**src/rtl/pc_seq_pkg.sv**
```systemverilog
// Package: shared types for the paged program counter sequencer.
// Assumes: address width 16, page size 2**7 bytes by default.
package pc_seq_pkg;

    // Source chosen for the next fetch address
    typedef enum logic [1:0] {
        SRC_HOLD = 2'd0,
        SRC_STEP = 2'd1,
        SRC_JUMP = 2'd2,
        SRC_PEND = 2'd3
    } pc_src_e;

endpackage

```
**src/rtl/pc_next_calc.sv**
```systemverilog
// Module: pc_next_calc
// Computes the stepped address (current + length, modulo 2**ADDR_W)
// and flags whether the step leaves the current page or wraps.
// Assumes: LEN_W < ADDR_W, PAGE_BITS < ADDR_W.
module pc_next_calc #(
    parameter int ADDR_W    = 16,
    parameter int PAGE_BITS = 7,
    parameter int LEN_W     = 2
) (
    input  logic [ADDR_W-1:0] cur_addr,
    input  logic [LEN_W-1:0]  step_len,
    output logic [ADDR_W-1:0] step_addr,
    output logic              page_cross
);
    localparam int PAGE_W = ADDR_W - PAGE_BITS;

    logic [ADDR_W:0]   sum_full;
    logic [PAGE_W-1:0] page_cur;
    logic [PAGE_W-1:0] page_nxt;

    // Add with carry-out so a wrap is seen even if page bits matched
    always_comb begin
        sum_full   = {1'b0, cur_addr} + {{(ADDR_W+1-LEN_W){1'b0}}, step_len};
        step_addr  = sum_full[ADDR_W-1:0];
        page_cur   = cur_addr[ADDR_W-1:PAGE_BITS];
        page_nxt   = sum_full[ADDR_W-1:PAGE_BITS];
        page_cross = sum_full[ADDR_W] | (page_cur != page_nxt);
    end

endmodule

```
**src/rtl/pc_stall_ctrl.sv**
```systemverilog
// Module: pc_stall_ctrl
// Holds the one-cycle stall and the stepped address that waits behind it.
// Assumes: caller only raises cross_take when no stall is pending.
module pc_stall_ctrl #(
    parameter int ADDR_W = 16
) (
    input  logic              clk,
    input  logic              rst_n,
    input  logic              cross_take,
    input  logic [ADDR_W-1:0] cross_addr,
    output logic              pend_q,
    output logic [ADDR_W-1:0] pend_addr_q
);

    // Arm the stall for one cycle on an accepted crossing step
    always_ff @(posedge clk) begin
        if (!rst_n) begin
            pend_q <= 1'b0;
        end else begin
            pend_q <= cross_take;
        end
    end

    // Capture the address to present once the stall ends
    always_ff @(posedge clk) begin
        if (!rst_n) begin
            pend_addr_q <= '0;
        end else if (cross_take) begin
            pend_addr_q <= cross_addr;
        end
    end

endmodule

```
**src/rtl/pc_sequencer.sv**
```systemverilog
// Module: pc_sequencer (top)
// 16-bit fetch address register with sequential step, branch load and a
// one-cycle stall whenever a step moves into another page.
// Assumes: adv_len is 1..3 (0 means no movement); branch wins over step;
// step requests during a stall are dropped.
module pc_sequencer
    import pc_seq_pkg::*;
#(
    parameter int ADDR_W    = 16,
    parameter int PAGE_BITS = 7,
    parameter int LEN_W     = 2
) (
    input  logic              clk,
    input  logic              rst_n,
    input  logic              adv_req,
    input  logic [LEN_W-1:0]  adv_len,
    input  logic              jmp_req,
    input  logic [ADDR_W-1:0] jmp_addr,
    output logic [ADDR_W-1:0] fetch_addr,
    output logic              stall
);

    logic [ADDR_W-1:0] pc_q;
    logic [ADDR_W-1:0] step_addr;
    logic              page_cross;
    logic              pend_q;
    logic [ADDR_W-1:0] pend_addr_q;
    logic              step_ok;
    logic              cross_take;
    pc_src_e           src_sel;

    pc_next_calc #(
        .ADDR_W    (ADDR_W),
        .PAGE_BITS (PAGE_BITS),
        .LEN_W     (LEN_W)
    ) u_calc (
        .cur_addr   (pc_q),
        .step_len   (adv_len),
        .step_addr  (step_addr),
        .page_cross (page_cross)
    );

    pc_stall_ctrl #(
        .ADDR_W (ADDR_W)
    ) u_stall (
        .clk         (clk),
        .rst_n       (rst_n),
        .cross_take  (cross_take),
        .cross_addr  (step_addr),
        .pend_q      (pend_q),
        .pend_addr_q (pend_addr_q)
    );

    // Qualify the step request and pick the next address source
    always_comb begin
        step_ok    = adv_req && !jmp_req && !pend_q && (adv_len != '0);
        cross_take = step_ok && page_cross;
        if (jmp_req)                   src_sel = SRC_JUMP;
        else if (pend_q)               src_sel = SRC_PEND;
        else if (step_ok && !page_cross) src_sel = SRC_STEP;
        else                           src_sel = SRC_HOLD;
    end

    // Fetch address register
    always_ff @(posedge clk) begin
        if (!rst_n) begin
            pc_q <= '0;
        end else begin
            case (src_sel)
                SRC_JUMP: pc_q <= jmp_addr;
                SRC_PEND: pc_q <= pend_addr_q;
                SRC_STEP: pc_q <= step_addr;
                default:  pc_q <= pc_q;
            endcase
        end
    end

    assign fetch_addr = pc_q;
    assign stall      = pend_q;

    // Independent page check used by the assertions below
    logic [ADDR_W:0] chk_sum;
    logic            chk_same_page;
    always_comb begin
        chk_sum       = {1'b0, fetch_addr} + (ADDR_W+1)'(adv_len);
        chk_same_page = (chk_sum[ADDR_W:PAGE_BITS] == {1'b0, fetch_addr[ADDR_W-1:PAGE_BITS]});
    end


    reset_state_chk: assert property (@(posedge clk)
        !rst_n |=> (fetch_addr == '0 && !stall));


    stall_one_cycle_chk: assert property (@(posedge clk) disable iff (!rst_n)
        stall |=> !stall);


    stall_holds_addr_chk: assert property (@(posedge clk) disable iff (!rst_n)
        $rose(stall) |-> $stable(fetch_addr));


    step_in_page_chk: assert property (@(posedge clk) disable iff (!rst_n)
        (adv_req && !jmp_req && !stall && chk_same_page)
        |=> (!stall && fetch_addr == $past(chk_sum[ADDR_W-1:0])));


    step_cross_chk: assert property (@(posedge clk) disable iff (!rst_n)
        (adv_req && !jmp_req && !stall && !chk_same_page) |=> stall);


    jump_no_stall_chk: assert property (@(posedge clk) disable iff (!rst_n)
        jmp_req |=> (!stall && fetch_addr == $past(jmp_addr)));

endmodule

```
**config.mk**
```make
export PLATFORM = sky130hd
export DESIGN_NAME = pc_sequencer
export DESIGN_NICKNAME = d
export VERILOG_FILES = /design/src/rtl/pc_seq_pkg.sv /design/src/rtl/pc_next_calc.sv /design/src/rtl/pc_stall_ctrl.sv /design/src/rtl/pc_sequencer.sv
export SDC_FILE = /design/constraint.sdc
export NUM_CORES = 1
export LEC_CHECK = 0
export BUFFER_PORTS_ARGS = -buffer_cell sky130_fd_sc_hd__buf_2
export CAP_MARGIN = 20
export CORE_MARGIN = 8
export CORE_UTILIZATION = 45
export CTS_BUF_LIST = sky130_fd_sc_hd__clkbuf_2 sky130_fd_sc_hd__clkbuf_4 sky130_fd_sc_hd__clkbuf_8
export DETAILED_ROUTE_END_ITERATION = 8
export GPL_TIMING_DRIVEN = 0
export PLACE_DENSITY = 0.68
export SLEW_MARGIN = 30
export SYNTH_ARGS = -nofsm -noshare
export SYNTH_HDL_FRONTEND = slang
export SYNTH_SLANG_ARGS = --single-unit
```
**constraint.sdc**
```tcl
create_clock -name clk -period 2.8 [get_ports clk]
set_input_delay 0.28 -clock clk [delete_from_list [all_inputs] [get_ports clk]]
set_output_delay 0.28 -clock clk [all_outputs]
set_load 0.02 [all_outputs]
```
* Word level (Yosys, flattened, before mapping)
Index checks and enable logic that the tools add are counted.
** Storage, ports and cells
- Memory bits (read-only) :: 0
- Flip-flop bits (word level) :: 33
- Output and inout port bits :: 17
- Bits in latches :: 0
- Memories kept :: 0
- RAM bits :: 0
** Operators by class
- Equality and inequality tests :: 4
- Multipliers :: 0
- $add $sub $neg :: 1
- Shifts and indexed selects :: 0
- Div/mod/pow operators :: 0
- Multiplexer cells :: 4
- Order comparisons :: 0
- Bitwise gates (word level) :: 1
- Reductions and logical operators :: 10
** Operator list (number)
- 16-bit case mux with 3 select lines :: 1
- 16-bit by 2-bit adder with 17-bit output :: 1
- 9-bit inequality test :: 1
- 1-bit logical AND :: 5
- 2-bit equality test (second input constant) :: 2
- 2-bit two-way mux :: 2
- 1-bit logical NOT :: 3
- 3-bit nonzero test :: 1
- 2-bit by 1-bit equality test with 1-bit output (second input constant) :: 1
- 2-bit nonzero test :: 1
- 1-bit two-way mux :: 1
- 1-bit OR :: 1

* Depth between registers and ports, before layout
Gate-level depths: netlist (run 1).
- Depth after elaboration :: 10
- Mapped depth :: 10
- Gate-level depth less buffers :: 8

* By module
A second synthesis (run 1) with hierarchy kept.
** Second synthesis, totals
- Cell total of the unflattened synthesis :: 161
- Area, all modules :: 1746.7 um^2
** By module, submodules not included
- pc_sequencer :: cells an instance 64, times used 1, area an instance 765.7 um^2, seq. area each 320.3 um^2
- pc_stall_ctrl :: cells an instance 53, times used 1, area an instance 643.1 um^2, seq. area each 340.3 um^2
- pc_next_calc :: cells an instance 44, times used 1, area an instance 337.8 um^2, seq. area each 0.0 um^2

* Worst setup path after synthesis (run 1)
Ideal clock, no wire load.
- Path type :: register to register
- Start :: reg pc_q[0], in the netlist fetch_addr[0]
- End :: reg u_stall.pend_addr_q[0]
- Setup slack :: 635 ps
- Data required time :: 2732 ps
- Period minus slack after synthesis :: 2165 ps
- Arrival :: 2098 ps
- Library setup time :: 68 ps
- Stages on the path, launching flop included :: 11
- Cells stage by stage :: dfxtp_1 > ha_1 > inv_1 > fa_1 > nor2b_2 > o211a_4 > and2_1 > buf_6 > buf_6 > nand2_1 > a21oi_2
** Between the ends
- Cells in the longest elaborated chain, start to end :: 4
** RTL lines
- start, declared :: line pc_sequencer.sv:23 : logic [ADDR_W-1:0] pc_q;
- start signal, assigned :: line pc_sequencer.sv:70 : SRC_JUMP: pc_q <= jmp_addr;
- start signal, assigned :: line pc_sequencer.sv:71 : SRC_PEND: pc_q <= pend_addr_q;
- start signal, assigned :: line pc_sequencer.sv:72 : SRC_STEP: pc_q <= step_addr;
- 16-bit by 2-bit adder with 17-bit output *
- 9-bit inequality test :: line pc_next_calc.sv:27 : page_cross = sum_full[ADDR_W] | (page_cur != page_nxt);
- 1-bit OR :: line pc_next_calc.sv:27
- 1-bit logical AND :: line pc_sequencer.sv:57 : cross_take = step_ok && page_cross;
- end signal, assigned :: line pc_stall_ctrl.sv:29 : pend_addr_q <= cross_addr;
- end, declared :: line pc_stall_ctrl.sv:12 : output logic [ADDR_W-1:0] pend_addr_q
Every way passes the cells marked *; elsewhere a longest branch is shown, timed or not.
A chain may end at the register's enable or synchronous reset.

* Worst setup path after layout (run 1)
- Start :: reg pc_q[0], in the netlist fetch_addr[0]
- End :: reg u_stall.pend_addr_q[13]
Same word-level chain as after synthesis.

==> metrics.md, run 1 <==
| Metric | Value |
|---|---|
| PwrDens | 476 nW/um2 |
| Largest net degree at the start of global routing | 11 |
| Vias in the first global route | 1626 |
| Fillers | 399 |
| FF/Latch Area | 661 um2 |
| CTS Root Cell | clkbuf_8 |
| Die W | 78.8 um |
| IO Count | 39 |
| Max Transition Viols Final | 0 |
| Sequential area share after synthesis | 0.372 |
| Design Power | 1.01 mW |
| Max_slew headroom | 0.629 |
| Synth Register Bits | 33 |
| Worst-margin pin slew | 0.554 ns |
| CTS Buffer Depth | 2 |
| Post_cts resized | 0 |
| CTS clock-pin slew for the worst setup and hold paths | 0.07 ns |
| Setup CP Type | flop to flop |
| Multi-input gate area | 1030 um2 |
| Cell Area, Synth | 1780 um2 |
| Avg WL per Cell | 15.3 um |
| Drt via density | 5.42 |
| Drt total wl | 4680 um |
| Status | finished, final reports clean |
| Complex-gate fraction of the synthesized area | 0.254 |
| Combinational fraction of design power | 0.149 |
| Global-route wire length before repair | 7870 um |
| Worst EP required | 3.02 ns |
| Clock sinks | 33 |
| Max-cap violations | 0 |
| Grt ovf | 0 |
| Total number of vias | 1652 |
| Final clock skew | 0.00703 ns |
| # Post-CTS Setup Buffers | 0 |
| CTS tree | yes |
| Syn_area_per_cell | 8.49 um2 |
| Syn Nets | 234 |
| Hold_buf cts | 0 |
| Fin. Hold Viols | 0 |
| CP startpoint kind | flop |
| Core area | 3880 um2 |
| Clock network fraction of total power | 0.351 |
| Synth Instances | 209 |
| Sequential Power Share | 0.500 |
| 1st-iter DRT viols | 109 |
| Period Utilization, post-route | 0.818 |
| Largest area contributor in the netlist | dfxtp_1 |
| Die area | 6210 um2 |
| Nets | 279 |
| Routability cong. | 0.833 |
| YS warnings | 0 |
| Largest family of logic cells by synthesized area | compound AO/OA/AOI/OAI gates |
| RSZ-0062 raised after global routing | no |
| XOR/XNOR share of the synthesized area | 0.0543 |
| Mux cell area share after synthesis | 0.0451 |
| Peak fanout along the critical path | 10 |
| Fmax achieved | 0.437 GHz |
| Synth Area in Adders | 0.0254 |
| P_int | 0.726 mW |
| CP endpoint kind | flop |
| Post-route ant nets | 0 |
| CTS buffer count | 5 |
| Period minus WS final | 2.29 ns |
| Drc violations | 0 |
| Area Growth Syn to Fin | 19.1% |
| Setup TNS | 0 ns |
| Count of final setup violators | 0 |
| Post-Synth Simple-Gate Area | 0.201 |
| H-tree depth | 2 |
| Initial Util | 0.457 |
| Leak | 0.853 nW |
| Hold Crit Class | input pin to flop |
| Sw Ratio | 0.279 |
| Worst skew pair latency | 0.28 ns |
| Worst vdd ir | 358 uV |
| Initial antenna violation count | 0 |
| Synth top area cells | dfxtp_1 37%, a21oi_1 6.8%, nor2_1 6.3% |
| Net Switching | 0.281 mW |
| Layout cell share with drive strength beyond 1 | 0.267 |
| Crit path DAT | 2.51 ns |
| DP Wirelength | 3410 um |
| Tot GR Track Use | 0.157 |
| Library cells used by synthesis | 43 |
| Drt pass-1 iters | 4 |
| Rows | 23 |
| Antenna Diode Count | 0 |
| Share of the synthesized area in the top cell type | 0.372 |
| IO buf count | 38 |
| Die H | 78.8 um |
power groups by stage:
stage          logic (mW)  clock network, mW  registers (mW)
4_1_cts             0.151              0.366           0.503
3_3_place_gp        0.149                  0           0.513
5_1_grt             0.167              0.391           0.506
3_5_place_dp        0.150                  0           0.514
6_report            0.150              0.354           0.503
2_1_floorplan      0.0801                  0           0.529
registers in the layout, summed over array words and instances (netlist names):
register,flops
u_stall.pend_addr_q,16
u_stall.pend_q,1
fetch_addr,16
worst paths after layout:
kind / slack, ns / depth (start not counted) / from / to
max: 0.51 / 10 / fetch_addr[0]$_SDFFE_PN0P_ / u_stall.pend_addr_q[13]$_SDFFE_PN0P_
max reg2reg: 0.51 / 10 / fetch_addr[0]$_SDFFE_PN0P_ / u_stall.pend_addr_q[13]$_SDFFE_PN0P_
min reg2reg: 0.46 / 2 / u_stall.pend_addr_q[6]$_SDFFE_PN0P_ / fetch_addr[6]$_SDFFE_PN0P_
min: 0.22 / 3 / jmp_addr[12] / fetch_addr[12]$_SDFFE_PN0P_
synthesized netlist by cell type, drive strengths merged:
cell type and n:
and4 2, a211oi 3, nand3 3, dfxtp 33
and2 1, o21ai 13, a21oi 30, nor3b 1
a21boi 1, clkbuf 5, o221ai 3, nor2 31
ha 2, nor4b 3, nand2 19, buf 5
nor3 3, mux2i 8, a22o 1, or3 1
o211a 5, o22ai 1, a21o 2, xor2 4
fa 1, xnor2 7, nand4 3, o31ai 1
o21a 4, a31oi 1, o211ai 1, nor2b 5
inv 6
per-layer routing:
layer,wire [um],global-route usage
met5,0,0
met4,54,0.0537
met3,301,0.0451
met2,2190,0.260
met1,2130,0.191
kinds of logic (layout without fill, tap and decap cells):
family | after synthesis | in the layout
xor+xnor | 11 | 11
buf+inv | 16 | 62
mux | 8 | 8
fa+ha+maj | 3 | 3
flops | 33 | 33
compound gates | 66 | 66
simple gates | 72 | 72
area by class of cell:
type,instances,share of cell area
buffer,10,0.0296
inverter,6,0.0107
clock buffer,6,0.0361
sequential,33,0.312
tap,50,0.0296
clock inverter,2,0.00473
multi-input combinational,160,0.487
timing repair buffer,38,0.0899
critical path, cell delays in order, from the launching register on:
cell and delay [ns]:
dfxtp_1 0.35, ha_1 0.19, inv_1 0.06, fa_1 0.53
nor2b_2 0.22, o211a_4 0.20, and2_1 0.14, buf_6 0.15
buf_6 0.17, o21ai_1 0.10, a21oi_2 0.11
metrics by stage:
stage | cells | worst slack (ns) | hold slack (ns) | area [um2] | utilization
2_1_floorplan | 209 | 0.635 | 0.418 | 1780 | -
3_3_place_gp | 297 | 0.538 | 0.451 | 2030 | 0.522
3_5_place_dp | 297 | 0.518 | 0.455 | 2030 | 0.522
4_1_cts | 305 | 0.500 | 0.223 | 2110 | 0.544
5_1_grt | 305 | 0.326 | 0.228 | 2110 | 0.544
6_report | 305 | 0.510 | 0.225 | 2110 | 0.544
placed cells by master (no fill, tap or decap), drive strengths merged, types with 2 or more instances in the layout:
| cell type | n |
|---|---|
| o21ai | 13 |
| buf | 43 |
| dfxtp | 33 |
| nand4 | 3 |
| o211a | 5 |
| nand3 | 3 |
| nand2 | 19 |
| xnor2 | 7 |
| a21oi | 30 |
| nor2 | 31 |
| o221ai | 3 |
| nor2b | 5 |
| and4 | 2 |
| nor4b | 3 |
| xor2 | 4 |
| mux2i | 8 |
| clkbuf | 11 |
| nor3 | 3 |
| ha | 2 |
| a21o | 2 |
| clkinv | 2 |
| o21a | 4 |
| a211oi | 3 |
| inv | 6 |
(Power assumes the default switching activity.)
==> run 2, diff against run 1 <==
--- a/config.mk
+++ b/config.mk
@@ -12,7 +12,7 @@
 export CTS_BUF_LIST = sky130_fd_sc_hd__clkbuf_2 sky130_fd_sc_hd__clkbuf_4 sky130_fd_sc_hd__clkbuf_8
 export DETAILED_ROUTE_END_ITERATION = 8
 export GPL_TIMING_DRIVEN = 0
-export PLACE_DENSITY = 0.68
+export PLACE_DENSITY = 0.71
 export SLEW_MARGIN = 30
 export SYNTH_ARGS = -nofsm -noshare
 export SYNTH_HDL_FRONTEND = slang
==> constraint.sdc (replaced) <==
create_clock -name clk -period 1.97 [get_ports clk]
set_input_delay 0.197 -clock clk [delete_from_list [all_inputs] [get_ports clk]]
set_output_delay 0.197 -clock clk [all_outputs]
set_load 0.02 [all_outputs]
==> metrics.md, run 2 (synthesized netlist as in run 1, its figures left out) <==
| Metric | Value |
|---|---|
| Status | finished, final reports clean |
| Count of final setup violators | 0 |
| CP startpoint kind | flop |
| Rows | 23 |
| FF/Latch Area | 664 um2 |
| RSZ-0062 raised after global routing | yes |
| CTS clock-pin slew for the worst setup and hold paths | 0.07 ns |
| DP Wirelength | 3390 um |
| Peak fanout along the critical path | 5 |
| Grt ovf | 0 |
| Initial antenna violation count | 0 |
| Drc violations | 0 |
| Antenna Diode Count | 0 |
| Initial Util | 0.457 |
| Leak | 0.908 nW |
| Vias in the first global route | 1620 |
| Fillers | 371 |
| Drt pass-1 iters | 4 |
| Avg WL per Cell | 15.2 um |
| Layout Cells excl Fill | 310 |
| R2R cell count | 10 |
| H-tree depth | 2 |
| Worst skew pair latency | 0.28 ns |
| Worst-margin pin slew | 0.573 ns |
| Post-route ant nets | 0 |
| PwrDens | 671 nW/um2 |
| Max_slew headroom | 0.617 |
| Drt total wl | 4710 um |
| Multi-input gate area | 1080 um2 |
| Final clock skew | 0.00598 ns |
| Design area | 2240 um2 |
| CTS buffer count | 5 |
| Leading cell type in the layout, fill and taps excluded | buf_2 |
| Crit path DAT | 2.17 ns |
| CTS tree | yes |
| Area Growth Syn to Fin | 26.4% |
| Die H | 78.8 um |
| Nets | 284 |
| Max-cap violations | 0 |
| Most frequent cells in the layout | 41 x buf_2, 32 x dfxtp_1, 30 x nor2_1 |
| Die area | 6210 um2 |
| Hold depth | 3 |
| Fin. Hold Viols | 0 |
| Period Utilization, post-route | 0.986 |
| Worst vdd ir | 360 uV |
| Setup CP Type | flop to flop |
| Routability cong. | 0.841 |
| Clock sinks | 33 |
| Hold Crit Class | input pin to flop |
| CTS Buffer Depth | 2 |
| Global-route wire length before repair | 7910 um |
| 1st-iter DRT viols | 125 |
| Max Transition Viols Final | 0 |
| Layout cell share with drive strength beyond 1 | 0.319 |
| CP endpoint kind | flop |
| Post-DP Area | 2050 um2 |
| Drt via density | 5.45 |
| Largest net degree at the start of global routing | 11 |
| Total number of vias | 1691 |
| IO Count | 39 |
| Core Util, Final | 0.578 |
| IO buf count | 38 |
| Inst Count DP | 297 |
| CTS Root Cell | clkbuf_8 |
| Core area | 3880 um2 |
| Die W | 78.8 um |
| Tot GR Track Use | 0.158 |
| Period minus WS final | 1.94 ns |
| Fmax achieved | 0.515 GHz |
| Worst EP required | 2.19 ns |
==> run 2: cell count changes in the layout (fill, tap and decap cells not counted), moves of 2 or more <==
cell,before,now
o21ai_1,4,2
o21ai_2,1,3
clkbuf_8,5,7
buf_4,0,3
==> run 2: worst max-delay path: stages, from the launching register on <==
cell,delay (ns)
dfxtp_4,0.36
ha_4,0.14
inv_2,0.04
fa_2,0.39
nor2b_4,0.15
o211a_4,0.20
and2_4,0.15
buf_6,0.13
buf_8,0.14
o21ai_1,0.07
a21oi_2,0.11
==> run 2: routing by layer <==
metal	up-vias	GRT usage	wire, um
met1	792	0.194	2050
met2	48	0.258	2280
met5	-	0	0
met3	11	0.0339	273
met4	0	0.0722	110
li1	840	-	-
==> run 2: layout make-up <==
class | count | share of cell area
inverter | 6 | 0.0100
buffer | 10 | 0.0295
clock buffer | 7 | 0.0429
multi-input combinational | 160 | 0.483
clock inverter | 1 | 0.00223
timing repair buffer | 43 | 0.108
sequential | 33 | 0.296
tap | 50 | 0.0279
==> run 2: path summary, 6_finish.rpt <==
| kind | to | slack, ns | start |
|---|---|---|---|
| worst max-delay path | u_stall.pend_addr_q[13]$_SDFFE_PN0P_ | 0.03 | fetch_addr[0]$_SDFFE_PN0P_ |
| worst min-delay path | fetch_addr[12]$_SDFFE_PN0P_ | 0.14 | jmp_addr[12] |
| worst max register to register | u_stall.pend_addr_q[13]$_SDFFE_PN0P_ | 0.03 | fetch_addr[0]$_SDFFE_PN0P_ |
| worst min register to register | fetch_addr[6]$_SDFFE_PN0P_ | 0.45 | u_stall.pend_addr_q[6]$_SDFFE_PN0P_ |
==> run 2: power breakdown <==
| part | switching [mW] | internal (mW) | total, mW | leakage (nW) |
|---|---|---|---|---|
| logic | 0.134 | 0.0946 | 0.228 | 0.584 |
| clock network | 0.246 | 0.316 | 0.561 | 0.0542 |
| registers | 0.0277 | 0.688 | 0.716 | 0.270 |
| total | 0.407 | 1.10 | 1.51 | 0.908 |
==> run 2: metrics by stage <==
step	TNS [ns]	power, mW	hold WS, ns	worst slack (ns)
floorplan	0	0.869	0.335	0.0402
global placement	-0.871	0.947	0.427	-0.124
detailed placement	-0.967	0.948	0.434	-0.129
CTS	0	1.51	0.137	0.00209
global route	-0.806	1.57	0.145	-0.0715
finish	0	1.51	0.136	0.0279
==> run 2: what timing repair did <==
item / in CTS / in global routing
gates resized for setup: 2 / 8
setup buffers: 1 / 2
cloned: 0 / 2
hold endpoints to repair: 0 / 0
endpoints found under the setup margin: 18 / 19
pin swaps: 1 / 6
hold buffers: 0 / 0
==> run 3, diff against run 2 <==
--- a/config.mk
+++ b/config.mk
@@ -16,4 +16,5 @@
 export SLEW_MARGIN = 30
 export SYNTH_ARGS = -nofsm -noshare
 export SYNTH_HDL_FRONTEND = slang
+export SYNTH_HIERARCHICAL = 1
 export SYNTH_SLANG_ARGS = --single-unit
==> metrics.md, run 3 <==
| Metric | Value |
|---|---|
| Worst-margin pin slew | 0.454 ns |
| Max_slew headroom | 0.697 |
| Worst vdd ir | 516 uV |
| Count of final setup violators | 33 |
| Number of flops mapped to enable cells by yosys | 0 |
| Layout cell share with drive strength beyond 1 | 0.457 |
| CTS Root Cell | clkbuf_8 |
| Avg WL per Cell | 18.0 um |
| Global-route wire length before repair | 8020 um |
| Fin. Hold Viols | 0 |
| Max Transition Viols Final | 0 |
| DP Wirelength | 3320 um |
| Tot GR Track Use | 0.164 |
| Die W | 78.3 um |
| CTS buffer count | 5 |
| CTS tree | yes |
| Library cells used by synthesis | 31 |
| CTS Buffer Depth | 2 |
| Core area | 3690 um2 |
| Initial Util | 0.474 |
| Synth Instances | 161 |
| Leading cell type in the layout, fill and taps excluded | buf_2 |
| IO Count | 39 |
| Setup CP Type | flop to flop |
| Die H | 78.3 um |
| Cell Area, Synth | 1750 um2 |
| Drt total wl | 4800 um |
| Sequential area share after synthesis | 0.378 |
| PwrDens | 656 nW/um2 |
| Initial antenna violation count | 0 |
| Largest net degree at the start of global routing | 11 |
| Most frequent cells in the layout | 41 x buf_2, 31 x dfxtp_1, 16 x o221a_2, 16 x o221a_1, 16 x nor2b_1 |
| Vias in the first global route | 1670 |
| Final clock skew | 0.00516 ns |
| Area Growth Syn to Fin | 32.0% |
| Design Power | 1.51 mW |
| Worst skew pair latency | 0.28 ns |
| Drt via density | 5.57 |
| Failing checks | setup timing |
| 1st-iter DRT viols | 84 |
| Syn Nets | 186 |
| Post-synth top cells | 33 x dfxtp_1, 16 x mux2i_1, 16 x nor2b_1, 16 x o221a_1, 16 x o221a_2 |
| Hold Crit Class | input pin to flop |
| Ys flop type | dfxtp_1 |
| Crit path DAT | 2.53 ns |
| Fillers | 317 |
| Clock sinks | 33 |
| Die area | 6130 um2 |
| Status | complete, but fails checks |
| Drt pass-1 iters | 4 |
| Worst EP required | 2.14 ns |
| Max-cap violations | 0 |
| Largest area contributor in the netlist | dfxtp_1 |
| H-tree depth | 2 |
| Hold_ws | 0.236 ns |
| Syn_area_per_cell | 10.8 um2 |
| Peak fanout along the critical path | 5 |
| IO buf count | 38 |
| Period Utilization, post-route | 1.20 |
| Period minus WS final | 2.36 ns |
| Drc violations | 0 |
| Total number of vias | 1488 |
| Setup TNS | -10.56 ns |
| Antenna Diode Count | 0 |
| Leak | 0.914 nW |
| CP endpoint kind | flop |
| Routability cong. | 0.749 |
| Nets | 243 |
| CP startpoint kind | flop |
| Post-route ant nets | 0 |
| RSZ-0062 raised after global routing | yes |
| Rows | 22 |
| Hold_buf cts | 0 |
| Grt ovf | 0 |
| CTS clock-pin slew for the worst setup and hold paths | 0.07 ns |
| Fmax achieved | 0.424 GHz |
| Async set or reset register ratio after synthesis | 0 |
| YS warnings | 6 |
| Share of the synthesized area in the top cell type | 0.378 |
| Synth top area cells | dfxtp_1 38%, o221a_1 10%, o221a_2 10% |
| Synth Register Bits | 33 |
| Setup WS post-layout | -0.390 ns |
| Cell with the most instances after synthesis | dfxtp_1 |
-- run 3: worst max-delay path: stages, from the launching register on --
cell and delay (ns):
dfxtp_4 0.35, ha_4 0.15, inv_2 0.04, fa_2 0.19
and2b_1 0.19, and3_4 0.18, nand2_4 0.07, nand2_4 0.06
or4_4 0.60, buf_8 0.17, o221a_1 0.21
-- run 3: path summary, 6_finish.rpt --
| path | startpoint | end | slack (ns) | cells after the start |
|---|---|---|---|---|
| hold / removal | rst_n | u_stall/pend_addr_q[13]$_SDFFE_PN0P_ | 0.24 | 2 |
| setup reg to reg | fetch_addr[0]$_SDFFE_PN0P_ | fetch_addr[10]$_SDFFE_PN0P_ | -0.39 | 10 |
| setup / recovery | fetch_addr[0]$_SDFFE_PN0P_ | fetch_addr[10]$_SDFFE_PN0P_ | -0.39 | 10 |
| hold reg to reg | u_stall/pend_addr_q[6]$_SDFFE_PN0P_ | u_stall/pend_addr_q[6]$_SDFFE_PN0P_ | 0.52 | 2 |
-- run 3: timing repair --
action / 4_1_cts / 5_1_grt
gates cloned: 2 / 0
buffers inserted: 10 / 1
resized for setup: 9 / 5
endpoints found under the setup margin: 33 / 33
pin swaps: 2 / 0
-- run 3: layer usage --
layer | up-vias | share of wire | global-route usage
li1 | 720 | - | -
met1 | 717 | 0.44 | 0.188
met2 | 40 | 0.49 | 0.270
met3 | 11 | 0.053 | 0.0524
met4 | 0 | 0.021 | 0.0796
met5 | - | 0 | 0
-- run 3: logic make-up (layout without fill, tap and decap cells) --
group | count (synthesis) | count (layout) | synth area share
XOR/XNOR | 14 | 14 | 0.0702
AO/OA/AOI/OAI | 35 | 35 | 0.216
buffers and inverters | 17 | 75 | 0.0595
multiplexers | 16 | 16 | 0.0917
AND/OR/NAND/NOR | 43 | 43 | 0.158
adder cells (fa/ha/maj) | 3 | 3 | 0.0258
flip-flops | 33 | 33 | 0.378
-- run 3: area by class of cell --
class                      count  area (um2)  share of cell area
tap                           48        60.1              0.0260
sequential                    33         666               0.289
multi-input combinational    111        1040               0.453
clock buffer                   6        76.3              0.0331
inverter                       6        22.5             0.00977
timing repair buffer          51         348               0.151
clock inverter                 2        10.0             0.00434
buffer                        10        80.1              0.0347
-- run 3: per-stage QoR --
| stage | worst slack [ns] | cell area [um2] | instances | utilization |
|---|---|---|---|---|
| floorplan | -0.389 | 1780 | 161 | - |
| detailed placement | -0.549 | 2030 | 247 | 0.550 |
| CTS | -0.373 | 2270 | 266 | 0.617 |
| global route | -0.464 | 2310 | 267 | 0.625 |
| global placement | -0.504 | 2030 | 247 | 0.550 |
| finish | -0.390 | 2310 | 267 | 0.625 |
-- run 3: power breakdown --
group	leakage (nW)	switching (mW)	internal [mW]	total, mW
Clock	0.0484	0.243	0.258	0.501
Combinational	0.594	0.139	0.136	0.274
Sequential	0.271	0.0417	0.696	0.738
Total	0.914	0.423	1.09	1.51
